--- src/rtl/refill_pkg.sv ---
package refill_pkg;
  typedef enum logic [0:0] {
    ST_IDLE = 1'b0,
    ST_FILL = 1'b1
  } refill_state_e;
endpackage

--- src/rtl/refill_seq.sv ---
// Position counter and word-index generator for one side of the refill.
module refill_seq #(
  parameter int WORDS = 8,
  localparam int OW = $clog2(WORDS),
  localparam int CW = OW + 1
) (
  input  logic          clk,
  input  logic          rst_n,
  input  logic          clear,
  input  logic          step,
  input  logic [OW-1:0] start,
  input  logic          wrap_mode,
  output logic [OW-1:0] idx,
  output logic [CW-1:0] count,
  output logic          all_done
);
  localparam logic [CW-1:0] END_CNT = CW'(WORDS);

  logic [OW:0] sum;

  always_ff @(posedge clk or negedge rst_n) begin
    if (!rst_n)      count <= '0;
    else if (clear)  count <= '0;
    else if (step)   count <= count + 1'b1;
  end

  assign all_done = (count == END_CNT);
  assign sum      = {1'b0, start} + {1'b0, count[OW-1:0]};

  generate
    if ((1 << OW) == WORDS) begin : g_pow2
      assign idx = wrap_mode ? sum[OW-1:0] : count[OW-1:0];
    end else begin : g_modulo
      localparam logic [OW:0] WRAP_AT = (OW + 1)'(WORDS);
      logic [OW:0] wrapped;
      assign wrapped = (sum >= WRAP_AT) ? (sum - WRAP_AT) : sum;
      assign idx = wrap_mode ? wrapped[OW-1:0] : count[OW-1:0];
    end
  endgenerate

  // a line never receives more than WORDS steps on either side
  a_r2_no_overstep: assert property (@(posedge clk) disable iff (!rst_n)
    step |-> !all_done);
endmodule

--- src/rtl/refill_track.sv ---
// Record of which words of the line have been written.
module refill_track #(
  parameter int WORDS = 8,
  localparam int OW = $clog2(WORDS)
) (
  input  logic          clk,
  input  logic          rst_n,
  input  logic          clear,
  input  logic          we,
  input  logic [OW-1:0] widx,
  input  logic [OW-1:0] probe,
  output logic          present,
  output logic          full
);
  logic [WORDS-1:0] filled;

  always_ff @(posedge clk or negedge rst_n) begin
    if (!rst_n)      filled <= '0;
    else if (clear)  filled <= '0;
    else if (we)     filled[widx] <= 1'b1;
  end

  assign present = filled[probe];
  assign full    = &filled;

  // each word of a line is written once only
  a_r4_single_write: assert property (@(posedge clk) disable iff (!rst_n)
    we |-> !filled[widx]);
endmodule

--- src/rtl/refill_ctrl.sv ---
module refill_ctrl
  import refill_pkg::*;
#(
  parameter int WORDS   = 8,
  parameter int LINE_AW = 26,
  parameter int DW      = 32,
  localparam int OW = $clog2(WORDS),
  localparam int CW = OW + 1
) (
  input  logic               clk,
  input  logic               rst_n,
  input  logic               miss_valid,
  output logic               miss_ready,
  input  logic [LINE_AW-1:0] miss_line,
  input  logic [OW-1:0]      miss_word,
  input  logic               miss_cwf,
  output logic               mem_req_valid,
  input  logic               mem_req_ready,
  output logic [LINE_AW+OW-1:0] mem_req_addr,
  input  logic               mem_rsp_valid,
  output logic               mem_rsp_ready,
  input  logic [DW-1:0]      mem_rsp_data,
  output logic               cpu_restart,
  output logic [DW-1:0]      cpu_data,
  output logic               lb_we,
  output logic [OW-1:0]      lb_idx,
  output logic [DW-1:0]      lb_data,
  output logic               line_done,
  input  logic [OW-1:0]      chk_word,
  output logic               chk_present
);
  refill_state_e      state;
  logic [LINE_AW-1:0] line_q;
  logic [OW-1:0]      word_q;
  logic               cwf_q;
  logic               restart_seen;

  logic          accept, req_fire, rsp_fire, filling;
  logic [OW-1:0] req_idx, rsp_idx;
  logic [CW-1:0] req_count, rsp_count;
  logic          req_all, rsp_all, line_full;

  assign filling  = (state == ST_FILL);
  assign miss_ready = !filling;
  assign accept   = miss_valid && miss_ready;
  assign req_fire = mem_req_valid && mem_req_ready;
  assign rsp_fire = mem_rsp_valid && mem_rsp_ready;

  always_ff @(posedge clk or negedge rst_n) begin
    if (!rst_n) begin
      state  <= ST_IDLE;
      line_q <= '0;
      word_q <= '0;
      cwf_q  <= 1'b0;
    end else if (accept) begin
      state  <= ST_FILL;
      line_q <= miss_line;
      word_q <= miss_word;
      cwf_q  <= miss_cwf;
    end else if (filling && rsp_all) begin
      state  <= ST_IDLE;
    end
  end

  always_ff @(posedge clk or negedge rst_n) begin
    if (!rst_n)           restart_seen <= 1'b0;
    else if (accept)      restart_seen <= 1'b0;
    else if (cpu_restart) restart_seen <= 1'b1;
  end

  refill_seq #(.WORDS(WORDS)) i_req_seq (
    .clk, .rst_n,
    .clear     (accept),
    .step      (req_fire),
    .start     (word_q),
    .wrap_mode (cwf_q),
    .idx       (req_idx),
    .count     (req_count),
    .all_done  (req_all)
  );

  refill_seq #(.WORDS(WORDS)) i_rsp_seq (
    .clk, .rst_n,
    .clear     (accept),
    .step      (rsp_fire),
    .start     (word_q),
    .wrap_mode (cwf_q),
    .idx       (rsp_idx),
    .count     (rsp_count),
    .all_done  (rsp_all)
  );

  refill_track #(.WORDS(WORDS)) i_track (
    .clk, .rst_n,
    .clear   (accept),
    .we      (lb_we),
    .widx    (lb_idx),
    .probe   (chk_word),
    .present (chk_present),
    .full    (line_full)
  );

  assign mem_req_valid = filling && !req_all;
  assign mem_req_addr  = {line_q, req_idx};
  assign mem_rsp_ready = filling && (req_count != rsp_count);

  assign lb_we       = rsp_fire;
  assign lb_idx      = rsp_idx;
  assign lb_data     = mem_rsp_data;
  assign cpu_restart = rsp_fire && (rsp_idx == word_q);
  assign cpu_data    = mem_rsp_data;
  assign line_done   = filling && rsp_all;

  // one restart per fill
  a_r5_single_restart: assert property (@(posedge clk) disable iff (!rst_n)
    cpu_restart |-> !restart_seen);
  // by completion the processor has been released
  a_r5_restart_before_done: assert property (@(posedge clk) disable iff (!rst_n)
    line_done |-> restart_seen);
  // completion only once every word is written
  a_r7_done_means_full: assert property (@(posedge clk) disable iff (!rst_n)
    line_done |-> line_full);
  // a stalled request is held unchanged
  a_r9_req_hold: assert property (@(posedge clk) disable iff (!rst_n)
    (mem_req_valid && !mem_req_ready) |=> (mem_req_valid && $stable(mem_req_addr)));
  // memory only returns words that were asked for (input assumption)
  a_r4_rsp_requested: assert property (@(posedge clk) disable iff (!rst_n)
    mem_rsp_valid |-> mem_rsp_ready);
endmodule

--- config.mk ---
export PLATFORM = sky130hd
export DESIGN_NAME = refill_ctrl
export DESIGN_NICKNAME = d
export VERILOG_FILES = /design/src/rtl/refill_pkg.sv /design/src/rtl/refill_seq.sv /design/src/rtl/refill_track.sv /design/src/rtl/refill_ctrl.sv
export SDC_FILE = /design/constraint.sdc
export NUM_CORES = 1
export LEC_CHECK = 0
export ABC_CLOCK_PERIOD_IN_PS = 3700
export BUFFER_PORTS_ARGS = -buffer_cell sky130_fd_sc_hd__buf_4
export CAP_MARGIN = 15
export CORE_MARGIN = 1.5
export CORE_UTILIZATION = 35
export CTS_BUF_LIST = sky130_fd_sc_hd__clkbuf_4
export CTS_CLUSTER_DIAMETER = 40
export DETAILED_ROUTE_END_ITERATION = 8
export PLACE_DENSITY = 0.7
export SYNTH_ARGS = -nofsm -noshare
export SYNTH_HDL_FRONTEND = slang
export SYNTH_SLANG_ARGS = --single-unit
--- constraint.sdc ---
create_clock -name clk -period 3.7 [get_ports clk]
set_input_delay 0.555 -clock clk [delete_from_list [all_inputs] [get_ports clk]]
set_output_delay 0.555 -clock clk [all_outputs]
set_load 0.005 [all_outputs]
==> results of run 1 <==
## worst max-delay path, cell delays in order (launching register included)
cell,delay [ns]
dfrtp_1,0.48
ha_1,0.18
inv_1,0.05
fa_1,0.42
xnor2_2,0.29
nand2_1,0.11
xnor2_1,0.36
buf_4,0.19
## worst min-delay path by stage
stage / slack (ns) / depth (start not counted) / endpoint / start
global route: 0.21 / 1 / i_req_seq.count[2] / rst_n
CTS: 0.19 / 1 / i_req_seq.count[2] / rst_n
floorplan: 0.26 / 0 / cwf_q / rst_n
global placement: 0.46 / 2 / line_q[22] / line_q[22]
detailed placement: 0.47 / 2 / line_q[13] / line_q[13]
finish: 0.19 / 1 / i_req_seq.count[2] / rst_n
## synthesized netlist by cell type
master | count | share of area [%]
nand2_1 | 110 | 15
buf_4 | 65 | 17
dfrtp_1 | 47 | 42
inv_1 | 14 | 1.9
clkbuf_1 | 8 | 1.1
o21ai_0 | 8 | 1.4
xnor2_1 | 8 | 2.5
a21oi_1 | 6 | 1.1
ha_1 | 6 | 2.7
mux2i_1 | 5 | 1.8
nor2_1 | 5 | 0.67
a31o_2 | 4 | 1.2
nand3_1 | 4 | 0.71
o21ai_1 | 4 | 0.71
buf_6 | 3 | 1.2
fa_1 | 2 | 1.4
mux2_2 | 2 | 0.80
mux4_2 | 2 | 1.6
nand4_1 | 2 | 0.44
o21a_1 | 2 | 0.53
xnor2_2 | 2 | 1.2
xor2_1 | 2 | 0.62
a41oi_1 | 1 | 0.31
a41oi_2 | 1 | 0.58
and4_2 | 1 | 0.36
buf_8 | 1 | 0.53
nor2b_1 | 1 | 0.22
nor3_1 | 1 | 0.18
o211a_1 | 1 | 0.36
o31ai_1 | 1 | 0.27
## per-stage QoR
step,hold slack [ns],instances
after floorplan,0.259,319
after global placement,0.461,422
after detailed placement,0.468,422
after CTS,0.191,429
after global routing,0.206,429
final,0.187,429
## report_power, final
part | internal [mW] | switching [mW] | leakage [nW]
sequential | 0.743 | 0.225 | 0.583
clock | 0.147 | 0.156 | 0.0417
combinational | 0.662 | 0.608 | 0.979
total | 1.55 | 0.989 | 1.60
## cell families after synthesis
kind of cell / Yosys count / synth area share, %
AO/OA/AOI/OAI: 28 / 6.49
XOR/XNOR: 12 / 4.26
adder cells (fa/ha/maj): 8 / 4.09
buffers and inverters: 91 / 22.0
flip-flops: 47 / 41.8
multiplexers: 9 / 4.18
AND/OR/NAND/NOR: 124 / 17.2
## area by class of cell
cell class | count | area [sq um]
clock buffer | 6 | 45.0
clock inverter | 1 | 30.0
fill | 812 | 4730
inverter | 14 | 52.6
multi-input combinational | 181 | 1020
sequential | 47 | 1180
tap | 102 | 128
timing repair buffer | 78 | 586
## metal layers
metal	global-route usage, %	vias up
met5	0	-
met4	6.06	0
met3	3.86	20
met2	21.6	66
met1	15.5	861
li1	-	954
## flip-flops by register name (all words and copies together), names as in the netlist
name             flops
line_q              26
i_track.filled       8
i_req_seq.count      4
i_rsp_seq.count      4
word_q               3
cwf_q                1
filling              1
==> impl_metrics.tcl, run 1 <==
set metrics [dict create \
    final_cell_mix "nand2_1 (110), buf_4 (78), dfrtp_1 (47)" \
    cts_setup_buffers 0 \
    grt_pass1_vias 1984 \
    slew_viol_final 0 \
    drt_iter0_drc 73 \
    leakagePower_nw 1.60 \
    wl_per_cell_um 12.4 \
    criticalPathCategory "reg -> out" \
    met3_length_um 397 \
    syn_area_sq_um 2820 \
    clkTransAtPathRegs_ns 0.13 \
    coreArea_sq_um 7770 \
    design_area_sq_um 3040 \
    io_pins 173 \
    antennaDiodeCount 0 \
    setup_viol 0 \
    via_per_inst 4.43 \
    power.density_nw_per_um2 836 \
    crit_fanout 6 \
    final_core_util_pct 39.1 \
    netlist_instances 319 \
    via_count 1901 \
    r2r_setup_slack_ns 1.56 \
    worstSetupStartpoint "i_rsp_seq.count[0]" \
    rsz0062_at_grt "false" \
    hp-class "in -> async" \
    ir_drop_mv 0.233 \
    nets 405 \
    ys_seq_area_share_pct 41.8 \
    clk_latency_ns 0.35 \
    place_area_sq_um 2970 \
    ctsResizeCount 0 \
    setup-tns-final_ns 0 \
    synth-seq-cells 47 \
    timing.final.crit_share_pct 80.7 \
    max_freq_mhz 335 \
    hold_viol 0 \
    grt-ovfl-total 0 \
    crit_arrival_ns 2.43 \
    initial_utilization_pct 36.3 \
    cts-htree-levels 2 \
    cts_buffers 5 \
    crit_path_end "lb_idx[2]" \
    cp-end-kind "primary output" \
    routed.top_layer "met4" \
    dieArea_sq_um 8590 \
    rr_worst_depth 7 \
    cts_hold_buf 0 \
    synth.avg_cell_area_sq_um 8.83 \
    gp_congestion 0.924 \
    die_h_um 92.7 \
    dp_hpwl_um 3880 \
    area_growth_pct 7.95 \
    r2r_start "i_rsp_seq.count[0]" \
    drt-met1-wl_um 2270 \
    num_rows 32 \
    dpl_worst_slack_ns 1.16 \
    io_buffers 76 \
    drive_gt1_share_pct 30.0 \
    syn_nets 397 \
    grt_pass1_wl_um 8930 \
    status "completed" \
    antenna_found_initial 0 \
    finClkSkew_ns 0.00673 \
    routed_wl_um 5340 \
    cap_violations 0 \
    rr_endpoint "i_track.filled[0]" \
    setup_ws_ns 0.714 \
    cts_tree "yes" \
    p_total_mw 2.54 \
    cts_num_sinks 47 \
    final_common_cell "nand2_1" \
    yosysWarnings 0 \
    fin_crit_ns 2.99 \
    wl_met2_um 2550 \
    clockRootBuffer "clkbuf_4" \
    netlist-cell-type-count 30 \
    slew-limit-headroom_pct 53.9 \
    grt_max_degree 48 \
    cp-start-kind "register" \
    fp.dieW_um 92.7 \
    grt_usage_pct 13.0 \
    dr.pass1.iters 6 \
    required_ns 3.14 \
    clock_path_buffers 2 \
    worst_pin_slew_ns 0.689 \
    antenna_left 0 \
    drc 0 \
]
Note: power is estimated with default switching activity, not from simulation.
==> inputs of run 2 (changes only) <==
--- a/config.mk
+++ b/config.mk
@@ -5,7 +5,8 @@
 export SDC_FILE = /design/constraint.sdc
 export NUM_CORES = 1
 export LEC_CHECK = 0
-export ABC_CLOCK_PERIOD_IN_PS = 3700
+export ABC_AREA = 1
+export ABC_CLOCK_PERIOD_IN_PS = 2710
 export BUFFER_PORTS_ARGS = -buffer_cell sky130_fd_sc_hd__buf_4
 export CAP_MARGIN = 15
 export CORE_MARGIN = 1.5
@@ -13,7 +14,7 @@
 export CTS_BUF_LIST = sky130_fd_sc_hd__clkbuf_4
 export CTS_CLUSTER_DIAMETER = 40
 export DETAILED_ROUTE_END_ITERATION = 8
-export PLACE_DENSITY = 0.7
+export PLACE_DENSITY = 0.72
 export SYNTH_ARGS = -nofsm -noshare
 export SYNTH_HDL_FRONTEND = slang
 export SYNTH_SLANG_ARGS = --single-unit
==> constraint.sdc (replaced) <==
create_clock -name clk -period 2.71 [get_ports clk]
set_input_delay 0.4065 -clock clk [delete_from_list [all_inputs] [get_ports clk]]
set_output_delay 0.4065 -clock clk [all_outputs]
set_load 0.005 [all_outputs]
==> run 2 against run 1 <==
Compared with the run above:
- largest cell class unchanged
- routed wire length is 20% higher
- sequential share of layout area shrank 2.1 points
- clock power rose by 38%
- synthesized cell count grew 17%
- via count grew 19%
- critical endpoint is now cpu_restart
- clock skew is 0.0067 ns higher
- global-route usage grew 1.8 points
- worst hold slack worse by 0.15 ns
==> impl_metrics.tcl, run 2 <==
set metrics [dict create \
    gp_congestion 0.837 \
    area_growth_pct 11.2 \
    clock_path_buffers 2 \
    required_ns 2.30 \
    cts-htree-levels 2 \
    synthArstFlopShare_pct 100 \
    grt_usage_pct 14.8 \
    netlist_instances 373 \
    slew_viol_final 0 \
    largest_reg_flops 26 \
    path_buf_inv 3 \
    cts_num_sinks 47 \
    die_h_um 93.8 \
    initial_utilization_pct 36.8 \
    netlist-cell-type-count 25 \
    cp_cell_sequence "ha_1 > inv_1 > fa_2 > nand2_1 > o21ai_4 > inv_2 > nand2_1 > nand3_1 > nor3_1 > buf_4" \
    dieArea_sq_um 8800 \
    dpl_worst_slack_ns 0.368 \
    top_register "line_q" \
    grt-ovfl-total 0 \
    yosysWarnings 0 \
    leakagePower_nw 1.79 \
    crit_arrival_ns 2.16 \
    setup-tns-final_ns 0 \
    synth_enable_flop_cells 0 \
    cap_violations 0 \
    grt_pass1_wl_um 10300 \
    via_per_inst 4.58 \
    met3_usage_pct 5.42 \
    wl_per_cell_um 12.9 \
    io_pins 173 \
    setup_viol 0 \
    fp.dieW_um 93.8 \
    slew-limit-headroom_pct 60.1 \
    cp_slowest_cell "fa_2" \
    setup_ws_ns 0.145 \
    yosys-top-cells-count "nand2_1 (143), buf_4 (66), dfrtp_1 (47), inv_1 (28), nand3_1 (23)" \
    critical-path-top-delay-family "adder cells" \
    hp-class "in -> async" \
    antenna_left 0 \
    syn_nets 451 \
    antennaDiodeCount 0 \
    cts_tree "yes" \
    coreArea_sq_um 7850 \
    synth-seq-cells 47 \
    crit_fanout 6 \
    final_common_cell "nand2_1" \
    dp_hpwl_um 4660 \
    clk_latency_ns 0.35 \
    final.fill_count 832 \
    timing.final.crit_share_pct 94.7 \
    yosys.area.top_type "dfrtp_1" \
    cts_buffers 5 \
    status "completed" \
    yosys.area.top_type_share_pct 40.7 \
    grt_max_degree 48 \
    final_cell_mix "nand2_1 (142), buf_4 (86), dfrtp_1 (47)" \
    rsz0062_at_grt "true" \
    antenna_found_initial 0 \
    routed_wl_um 6410 \
    ir_drop_mv 0.421 \
    synthFlopType "dfrtp_1" \
    worst_pin_slew_ns 0.599 \
    synth.avg_cell_area_sq_um 7.74 \
    fin_crit_ns 2.57 \
    power.density_nw_per_um2 1130 \
    drive_gt1_share_pct 27.5 \
    ys_seq_area_share_pct 40.7 \
    busiest_layer "met2" \
    via_count 2268 \
    drc 0 \
    criticalPathCategory "reg -> out" \
    final_core_util_pct 40.9 \
    drt_iter0_drc 104 \
    max_freq_mhz 390 \
    grt_pass1_vias 2169 \
    cp-end-kind "primary output" \
    clkTransAtPathRegs_ns 0.14 \
    io_buffers 76 \
    place_inst 480 \
    syn_area_sq_um 2890 \
    max_stage_delay_ns 0.52 \
    largestRegisters "line_q (26), i_track.filled (8)" \
    grtUsageMet1_pct 18.9 \
    num_rows 32 \
    synth.most_common_cell "nand2_1" \
    instances_no_fill 495 \
    crit_top_cell "nand2_1" \
    dr.pass1.iters 4 \
    cp-start-kind "register" \
    cts_hold_buf 0 \
    finClkSkew_ns 0.0134 \
    synth_area_leaders "dfrtp_1 (41%), nand2_1 (19%), buf_4 (17%), nand3_1 (4.0%), inv_1 (3.6%)" \
    clockRootBuffer "clkbuf_4" \
    nets 471 \
    use_met2_pct 22.6 \
    hold_viol 0 \
]
[run 2: cell types whose count changed in the layout (fill, tap and decap cells not counted), moves of 5 or more]
cell	previous run	this run
buf_4	78	86
xnor2_1	8	1
nand3_1	4	23
mux2i_1	5	0
inv_1	14	27
nand2_1	110	142
[run 2: metal layers]
layer	wire [um]	vias to the layer above
met1	2850	1037
met5	0	-
met3	604	28
met4	125	0
li1	-	1125
met2	2830	78
[run 2: cell families (layout without fill, tap and decap cells)]
kind of cell    after synthesis  count (layout)  synth area share [%]
simple gates                185             185                  26.4
buf+inv                     104             124                  22.6
flops                        47              47                  40.7
compound gates               25              25                  5.07
fa+ha+maj                     8               8                  3.99
xor+xnor                      4               4                  1.21
[run 2: worst reg2reg max path, stage by stage (launching register included)]
cell and delay (ns):
dfrtp_1 0.42, ha_1 0.20, inv_1 0.08, fa_2 0.43
nand2_1 0.12, o21ai_4 0.08, buf_4 0.16, nand4_1 0.10
nand2_1 0.06, nand3_1 0.06, nand2_1 0.05
[run 2: cell type report]
| type | count | area, sq um | share of cell area, % |
|---|---|---|---|
| clock buffer | 5 | 37.5 | 1.17 |
| tap | 102 | 128 | 3.98 |
| timing repair buffer | 86 | 646 | 20.1 |
| inverter | 31 | 116 | 3.62 |
| sequential | 47 | 1180 | 36.6 |
| multi-input combinational | 222 | 1070 | 33.3 |
| clock inverter | 2 | 37.5 | 1.17 |
[run 2: power by group]
group,leakage (nW),internal (mW),total [mW],switching (mW)
registers,0.589,1.02,1.27,0.251
logic,1.16,0.917,1.96,1.04
clock network,0.0373,0.189,0.417,0.227
total,1.79,2.12,3.64,1.52
[run 2: path summary, 6_finish.rpt]
check                         startpoint                end  slack (ns)  cells past startpoint
max reg2reg                    word_q[0]  i_track.filled[0]        0.83                     10
min in group clk           miss_line[18]         line_q[18]        0.24                      3
min reg2reg                   line_q[11]         line_q[11]        0.49                      2
min                                rst_n          line_q[2]        0.03                      1
max in group asynchronous          rst_n          line_q[9]        2.26                      1
max                            word_q[0]        cpu_restart        0.14                     10
[run 2: stage by stage]
stage,total power [mW],cell area [sq um],hold WS [ns]
after global placement,3.05,3060,0.457
after CTS,3.58,3160,0.0414
after detailed placement,3.11,3060,0.460
after global routing,3.99,3210,0.0528
final,3.64,3210,0.0324
after floorplan,2.41,2890,0.111
[run 2: what timing repair did]
item	CTS	global route
gates resized for setup	0	4
gates cloned	0	0
endpoints found under the hold margin	0	0
pin swaps	0	2
setup buffers	3	5
setup endpoints to repair	1	1
